===== config.mk =====
export PLATFORM = sky130hd
export DESIGN_NAME = tsr_target_sel
export DESIGN_NICKNAME = d
export VERILOG_FILES = /design/src/rtl/tsr_pkg.sv /design/src/rtl/tsr_sync.sv /design/src/rtl/tsr_id_pick.sv /design/src/rtl/tsr_rst_filter.sv /design/src/rtl/tsr_target_sel.sv
export SDC_FILE = /design/constraint.sdc
export NUM_CORES = 1
export LEC_CHECK = 0
export BUFFER_PORTS_ARGS = -buffer_cell sky130_fd_sc_hd__clkbuf_2
export CAP_MARGIN = 5
export CORE_ASPECT_RATIO = 0.75
export CORE_MARGIN = 3
export CORE_UTILIZATION = 55
export CTS_CLUSTER_DIAMETER = 50
export CTS_CLUSTER_SIZE = 25
export DETAILED_ROUTE_END_ITERATION = 8
export HOLD_SLACK_MARGIN = 0.1
export PLACE_DENSITY_LB_ADDON = 0.08
export REMOVE_ABC_BUFFERS = 1
export SYNTH_ARGS = -nofsm -noshare
export SYNTH_HDL_FRONTEND = slang
export SYNTH_SLANG_ARGS = --single-unit

===== constraint.sdc =====
create_clock -name clk -period 7.7 [get_ports clk]
set_input_delay 1.54 -clock clk [delete_from_list [all_inputs] [get_ports clk]]
set_output_delay 1.54 -clock clk [all_outputs]
set_load 0.01 [all_outputs]

===== src/rtl/tsr_pkg.sv =====
package tsr_pkg;

  typedef enum logic [1:0] {
    PH_IDLE   = 2'd0,
    PH_SETTLE = 2'd1,
    PH_HOLD   = 2'd2
  } sel_ph_e;

  typedef enum logic {
    RF_IDLE = 1'b0,
    RF_WAIT = 1'b1
  } rf_ph_e;

  // Round a nanosecond interval up to whole clock cycles, at least one.
  function automatic int ns_to_cyc(input longint hz, input int ns);
    longint c;
    c = (longint'(ns) * (hz / 64'd1_000_000) + 64'd999) / 64'd1000;
    if (c < 1) c = 1;
    return int'(c);
  endfunction

endpackage


===== src/rtl/tsr_sync.sv =====
module tsr_sync #(
  parameter int W = 1
) (
  input  logic         clk,
  input  logic         rst,
  input  logic [W-1:0] d,
  output logic [W-1:0] q
);
  logic [W-1:0] meta;

  always_ff @(posedge clk) begin
    if (rst) begin
      meta <= '0;
      q    <= '0;
    end else begin
      meta <= d;
      q    <= meta;
    end
  end
endmodule


===== src/rtl/tsr_id_pick.sv =====
module tsr_id_pick #(
  parameter int NUM_SLOTS = 8,
  parameter int ID_W      = 3,
  localparam int BUS_W    = 1 << ID_W
) (
  input  logic [BUS_W-1:0]          mask,
  input  logic [NUM_SLOTS-1:0]      slot_en,
  input  logic [NUM_SLOTS*ID_W-1:0] slot_id,
  output logic                      hit,
  output logic [ID_W-1:0]           id
);
  // Walk from the highest slot down so the lowest matching slot is assigned last.
  always_comb begin
    hit = 1'b0;
    id  = '0;
    for (int i = NUM_SLOTS - 1; i >= 0; i--) begin
      if (slot_en[i] && mask[slot_id[i*ID_W +: ID_W]]) begin
        hit = 1'b1;
        id  = slot_id[i*ID_W +: ID_W];
      end
    end
  end
endmodule


===== src/rtl/tsr_rst_filter.sv =====
module tsr_rst_filter #(
  parameter int GAP_CYC = 50,
  localparam int CW     = $clog2(GAP_CYC + 1)
) (
  input  logic clk,
  input  logic rst,
  input  logic rst_s,
  input  logic own_sel_oe,
  output logic hit
);
  import tsr_pkg::*;

  rf_ph_e        ph;
  logic [CW-1:0] cnt;
  logic          prev;

  always_ff @(posedge clk) begin
    if (rst) begin
      ph   <= RF_IDLE;
      cnt  <= '0;
      prev <= 1'b0;
      hit  <= 1'b0;
    end else begin
      prev <= rst_s;
      hit  <= 1'b0;
      case (ph)
        RF_IDLE: begin
          // First sample: the rising edge itself, only when not driving select.
          if (rst_s && !prev && !own_sel_oe) begin
            ph  <= RF_WAIT;
            cnt <= '0;
          end
        end
        RF_WAIT: begin
          if (cnt == CW'(GAP_CYC - 1)) begin
            ph  <= RF_IDLE;
            hit <= rst_s;
          end else begin
            cnt <= cnt + 1'b1;
          end
        end
        default: ph <= RF_IDLE;
      endcase
    end
  end
endmodule


===== src/rtl/tsr_target_sel.sv =====
module tsr_target_sel #(
  parameter int CLK_HZ     = 100_000_000,
  parameter int NUM_SLOTS  = 8,
  parameter int ID_W       = 3,
  parameter int SETTLE_NS  = 100,
  parameter int RST_GAP_NS = 500,
  localparam int BUS_W      = 1 << ID_W,
  localparam int SETTLE_CYC = tsr_pkg::ns_to_cyc(CLK_HZ, SETTLE_NS),
  localparam int GAP_CYC    = tsr_pkg::ns_to_cyc(CLK_HZ, RST_GAP_NS),
  localparam int CNT_W      = $clog2(SETTLE_CYC + 1)
) (
  input  logic                      clk,
  input  logic                      rst,
  input  logic                      bus_sel,
  input  logic                      bus_bsy,
  input  logic                      bus_atn,
  input  logic                      bus_rst,
  input  logic [BUS_W-1:0]          bus_data,
  input  logic [NUM_SLOTS-1:0]      slot_en,
  input  logic [NUM_SLOTS*ID_W-1:0] slot_id,
  input  logic                      own_sel_oe,
  input  logic                      bus_free_req,
  output logic                      sel_ok,
  output logic                      sel_atn,
  output logic [ID_W-1:0]           sel_id,
  output logic                      scsi1_mode,
  output logic                      bus_reset_seen,
  output logic                      bsy_oe,
  output logic                      ctl_oe
);
  import tsr_pkg::*;

  logic [3:0]       ctl_s;
  logic [BUS_W-1:0] data_s;
  logic             s_sel, s_bsy, s_atn, s_rst;
  logic             pick_hit;
  logic [ID_W-1:0]  pick_id;
  logic             rf_hit;
  sel_ph_e          ph;
  logic [CNT_W-1:0] cnt;

  tsr_sync #(.W(4)) sync_ctl_i (
    .clk (clk),
    .rst (rst),
    .d   ({bus_sel, bus_bsy, bus_atn, bus_rst}),
    .q   (ctl_s)
  );

  tsr_sync #(.W(BUS_W)) sync_data_i (
    .clk (clk),
    .rst (rst),
    .d   (bus_data),
    .q   (data_s)
  );

  assign {s_sel, s_bsy, s_atn, s_rst} = ctl_s;

  tsr_id_pick #(.NUM_SLOTS(NUM_SLOTS), .ID_W(ID_W)) pick_i (
    .mask    (data_s),
    .slot_en (slot_en),
    .slot_id (slot_id),
    .hit     (pick_hit),
    .id      (pick_id)
  );

  tsr_rst_filter #(.GAP_CYC(GAP_CYC)) rf_i (
    .clk        (clk),
    .rst        (rst),
    .rst_s      (s_rst),
    .own_sel_oe (own_sel_oe),
    .hit        (rf_hit)
  );

  always_ff @(posedge clk) begin
    if (rst) begin
      ph             <= PH_IDLE;
      cnt            <= '0;
      sel_ok         <= 1'b0;
      sel_atn        <= 1'b0;
      sel_id         <= '0;
      scsi1_mode     <= 1'b0;
      bus_reset_seen <= 1'b0;
      bsy_oe         <= 1'b0;
      ctl_oe         <= 1'b0;
    end else if (bus_free_req) begin
      ph             <= PH_IDLE;
      cnt            <= '0;
      sel_ok         <= 1'b0;
      sel_atn        <= 1'b0;
      sel_id         <= '0;
      bus_reset_seen <= 1'b0;
      bsy_oe         <= 1'b0;
      ctl_oe         <= 1'b0;
    end else begin
      if (rf_hit) bus_reset_seen <= 1'b1;
      case (ph)
        PH_IDLE: begin
          // Level check covers both busy release and select-only initiators.
          if (s_sel && !s_bsy && pick_hit) begin
            ph      <= PH_SETTLE;
            cnt     <= '0;
            sel_ok  <= 1'b1;
            sel_atn <= 1'b1;
            sel_id  <= pick_id;
            bsy_oe  <= 1'b1;
            ctl_oe  <= 1'b1;
          end
        end
        PH_SETTLE: begin
          if (cnt == CNT_W'(SETTLE_CYC - 1)) begin
            ph <= PH_HOLD;
            if (!s_atn) begin
              sel_atn    <= 1'b0;
              scsi1_mode <= 1'b1;
            end else begin
              scsi1_mode <= 1'b0;
            end
          end else begin
            cnt <= cnt + 1'b1;
          end
        end
        PH_HOLD: ;
        default: ph <= PH_IDLE;
      endcase
    end
  end
endmodule


==> summary.md <==
| Metric | Value |
|---|---|
| Cell Area, Synth | `2590 um2` |
| Post-CTS setup buffer count | `0` |
| Leakage power | `about 1.3 nW` |
| Adder and majority gate portion of the synthesized area | `roughly 1.9%` |
| Critical Path AT | `between 3000 and 4000 ps` |
| Max-Cap Viols | `0` |
| Ys flop type | `dfxtp_1` |
| Share of cells above drive strength 1 | `approximately a quarter` |
| Kind of critical path | `input port to register` |
| Via density | `approximately 5.6` |
| Yosys cell types | `51` |
| Post-cts sizing count | `0` |
| Worst Max-Slew Pin Slew | `between 700 and 800 ps` |
| Diodes inserted | `0` |
| Initial antenna violation count | `0` |
| Peak VDD IR | `between 0.1 and 0.15 mV` |
| Final Setup Violations | `0` |
| Post-route ant nets | `0` |
| Asr flop ratio synth | `0%` |
| #FFs+latches synth | `46` |
| First-pass GRT wire length | `between 8000 and 9000 um` |
| Final Hold Fails | `0` |
| Crit start category | `input port` |
| Nets | `about 380` |
| Io pins | `between 50 and 60` |
| Initial Util | `60.5%` |
| Slew HR | `around 50%` |
| Worst-case clock buffer depth | `2` |
| Fin Clk Skew | `between 6 and 7 ps` |
| Main combinational cell family by area after synthesis | `simple AND/OR/NAND/NOR gates` |
| Site row count | `20` |
| Vias | `between 2k and 2.5k` |
| Drt wl/cell | `13.8 um` |
| IO buf count | `56` |
| Final GP Congestion | `a little under 0.9` |
| Die footprint | `about 5600 um2` |
| Critical Path RT | `slightly below 8000 ps` |
| Crit path cell chain | `clkbuf_2 -> mux4_1 -> mux2_4 -> a32oi_1 -> o31ai_1 -> a2111oi_0 -> o31ai_1 -> a31o_1` |
| GRT overflow | `0` |
| RSZ-0062 raised after global routing | `no` |
| Final worst path period need | `roughly 3400 ps` |
| Worst min-delay path category | `register to register` |
| CP Capture Type | `register` |
| Inst Count DP | `approximately 380` |
| Drt drc | `0` |
| H-Tree Depth | `2` |
| # hold bufs at CTS | `0` |
| Part of the Yosys area used for sequential elements | `35.6%` |
| Pwr dens | `~160 nW/um2` |
| CTS buffer count | `5` |
| Post-synthesis simple-gate area fraction | `about 22%` |
| Synth top cells by count | `dfxtp_1 (46), nor2b_1 (30), nor2_1 (29)` |
| Final instance count without filler cells | `approximately 390` |
| Core Area | `~4300 um2` |
| Max Slew Vio Count | `0` |
| Synthesis warning total | `0` |
| Drt first-iter violations | `71` |
| Outcome | `finished, final reports clean` |
| Most used cell, CP | `o31ai_1` |
| Area Overhead vs Synth | `12.8%` |
| Post-synth EDFFs | `0` |
| Setup TNS | `0 ps` |
| Slowest library cell on the worst path | `mux4_1` |
| Synth area leader | `dfxtp_1` |
| Max frequency | `just under 0.3 GHz` |
| Buf/Inv on CP | `1` |
| Die height | `approximately 65 um` |
| Post-synthesis compound-gate area fraction | `between 15 and 20%` |
| Clock-pin slew on the worst setup and hold paths | `~80 ps` |
| Pin count of the biggest net entering global routing | `33` |
| Post-synth top area share | `between 30 and 40%` |
| Synth Area in XOR/XNOR | `between 2 and 2.5%` |
| Clock insertion delay at the later pin of the skew report | `between 200 and 300 ps` |
| CTS Sinks | `46` |
| Most frequent cell after synthesis | `dfxtp_1` |
| Final period utilization | `between 40% and 50%` |
| Avg Cell Area, Syn | `around 9.1 um2` |
| Pre-Repair DR Iteration Count | `4` |
| Vias in the first global route | `about 1.9k` |
| Multiplexer area fraction after synthesis | `16.9%` |
| Largest stage delay, worst path | `580 ps` |
| Total GRT Usage | `between 15 and 20%` |
| Overall Power | `approximately 0.00046 W` |
| TritonCTS clock tree | `yes` |
| Cells after Synth | `284` |
| Die W | `approximately 85 um` |
| Dominant cells by area after synthesis | `dfxtp_1 (36%), nor2b_1 (7.2%), mux4_2 (6.1%)` |
| Root buffer cell | `clkbuf_8` |
| DP HPWL | `slightly above 4000 um` |
| Worst-path fanout max | `4` |
| Final WL | `around 5300 um` |
| CP top delay family | `compound AO/OA/AOI/OAI gates` |
==> state kept, by name, indices dropped and copies added (netlist names) <==
| register | cells |
|---|---|
| cnt | 4 |
| bus_reset_seen | 1 |
| ph | 2 |
| rf_i.cnt | 6 |
| sync_data_i.q | 8 |
| sync_ctl_i.meta | 4 |
| sync_ctl_i.q | 4 |
| ctl_oe | 1 |
| sel_atn | 1 |
| sync_data_i.meta | 8 |
| rf_i.prev | 1 |
| rf_i.hit | 1 |
| scsi1_mode | 1 |
| rf_i.ph | 1 |
| sel_id | 3 |
==> logic make-up (layout without fill, tap and decap cells) <==
family,after synthesis,in the layout
fa+ha+maj,4,4
xor+xnor,6,6
buf+inv,35,81
mux,29,29
compound gates,56,56
flops,46,46
simple gates,108,108
==> layout by cell type (no fill, tap or decap), drive strengths merged, types with 4 or more instances in the layout <==
cell	n
nand2	15
dfxtp	46
mux4	10
nand2b	5
ha	4
nand4	4
nand3	10
clkbuf	62
a21oi	12
xor2	5
nor2	30
a31oi	8
o21a	4
o21ai	7
mux2	5
nor2b	30
mux2i	14
inv	18
==> worst reg2reg max path, stage by stage (launching register included) <==
cell and delay (ps):
dfxtp_1 640, mux4_2 330, a2bb2oi_1 320, nand2_1 140
o21a_1 200, a2111oi_0 480, o31ai_1 110, a31o_1 180
==> metrics by stage <==
stage               util (%)  cell area (um2)  hold WS [ps]  worst slack [ps]
finish                  68.3             2920           435              4310
detailed placement      66.4             2840           420              4010
global route            68.3             2920           459              4220
global placement        66.4             2840           416              4020
floorplan                  -             2490           403              4320
CTS                     68.3             2920           438              4310
==> worst paths after layout <==
| check | cells after the start | endpoint | slack, ps | from |
|---|---|---|---|---|
| worst max-delay path | 8 | sel_id[0]$_SDFFE_PP0P_ | 4310 | slot_id[18] |
| worst min-delay path | 1 | sync_data_i.q[0]$_SDFF_PP0_ | 430 | sync_data_i.meta[0]$_SDFF_PP0_ |
| worst max register to register | 7 | sel_id[0]$_SDFFE_PP0P_ | 5190 | sync_data_i.q[7]$_SDFF_PP0_ |
| worst min register to register | 1 | sync_data_i.q[0]$_SDFF_PP0_ | 430 | sync_data_i.meta[0]$_SDFF_PP0_ |
==> report_power, final <==
| part | leakage [nW] | total (W) | switching, W | internal [W] |
|---|---|---|---|---|
| Combinational | 0.867 | 0.0000735 | 0.0000368 | 0.0000367 |
| Clock | 0.0373 | 0.000138 | 0.0000753 | 0.0000623 |
| Sequential | 0.376 | 0.000251 | 0.00000655 | 0.000245 |
==> layer usage <==
| metal | up-vias | part of all wire, % | global-route usage (%) |
|---|---|---|---|
| met5 | - | 0 | 0 |
| met4 | 0 | 0.77 | 5.34 |
| met3 | 5 | 7.8 | 6.27 |
| met2 | 76 | 43 | 29.1 |
| met1 | 995 | 48 | 28.6 |
| li1 | 1093 | - | - |
==> area by class of cell <==
type / instances / area, um2
Clock buffer: 6 / 72.6
Multi-Input combinational cell: 203 / 1500
Sequential cell: 46 / 921
Fill cell: 357 / 1360
Clock inverter: 1 / 7.51
Inverter: 18 / 67.6
Tap cell: 55 / 68.8
Timing Repair Buffer: 56 / 280
Power figures use the tool's default switching activity.
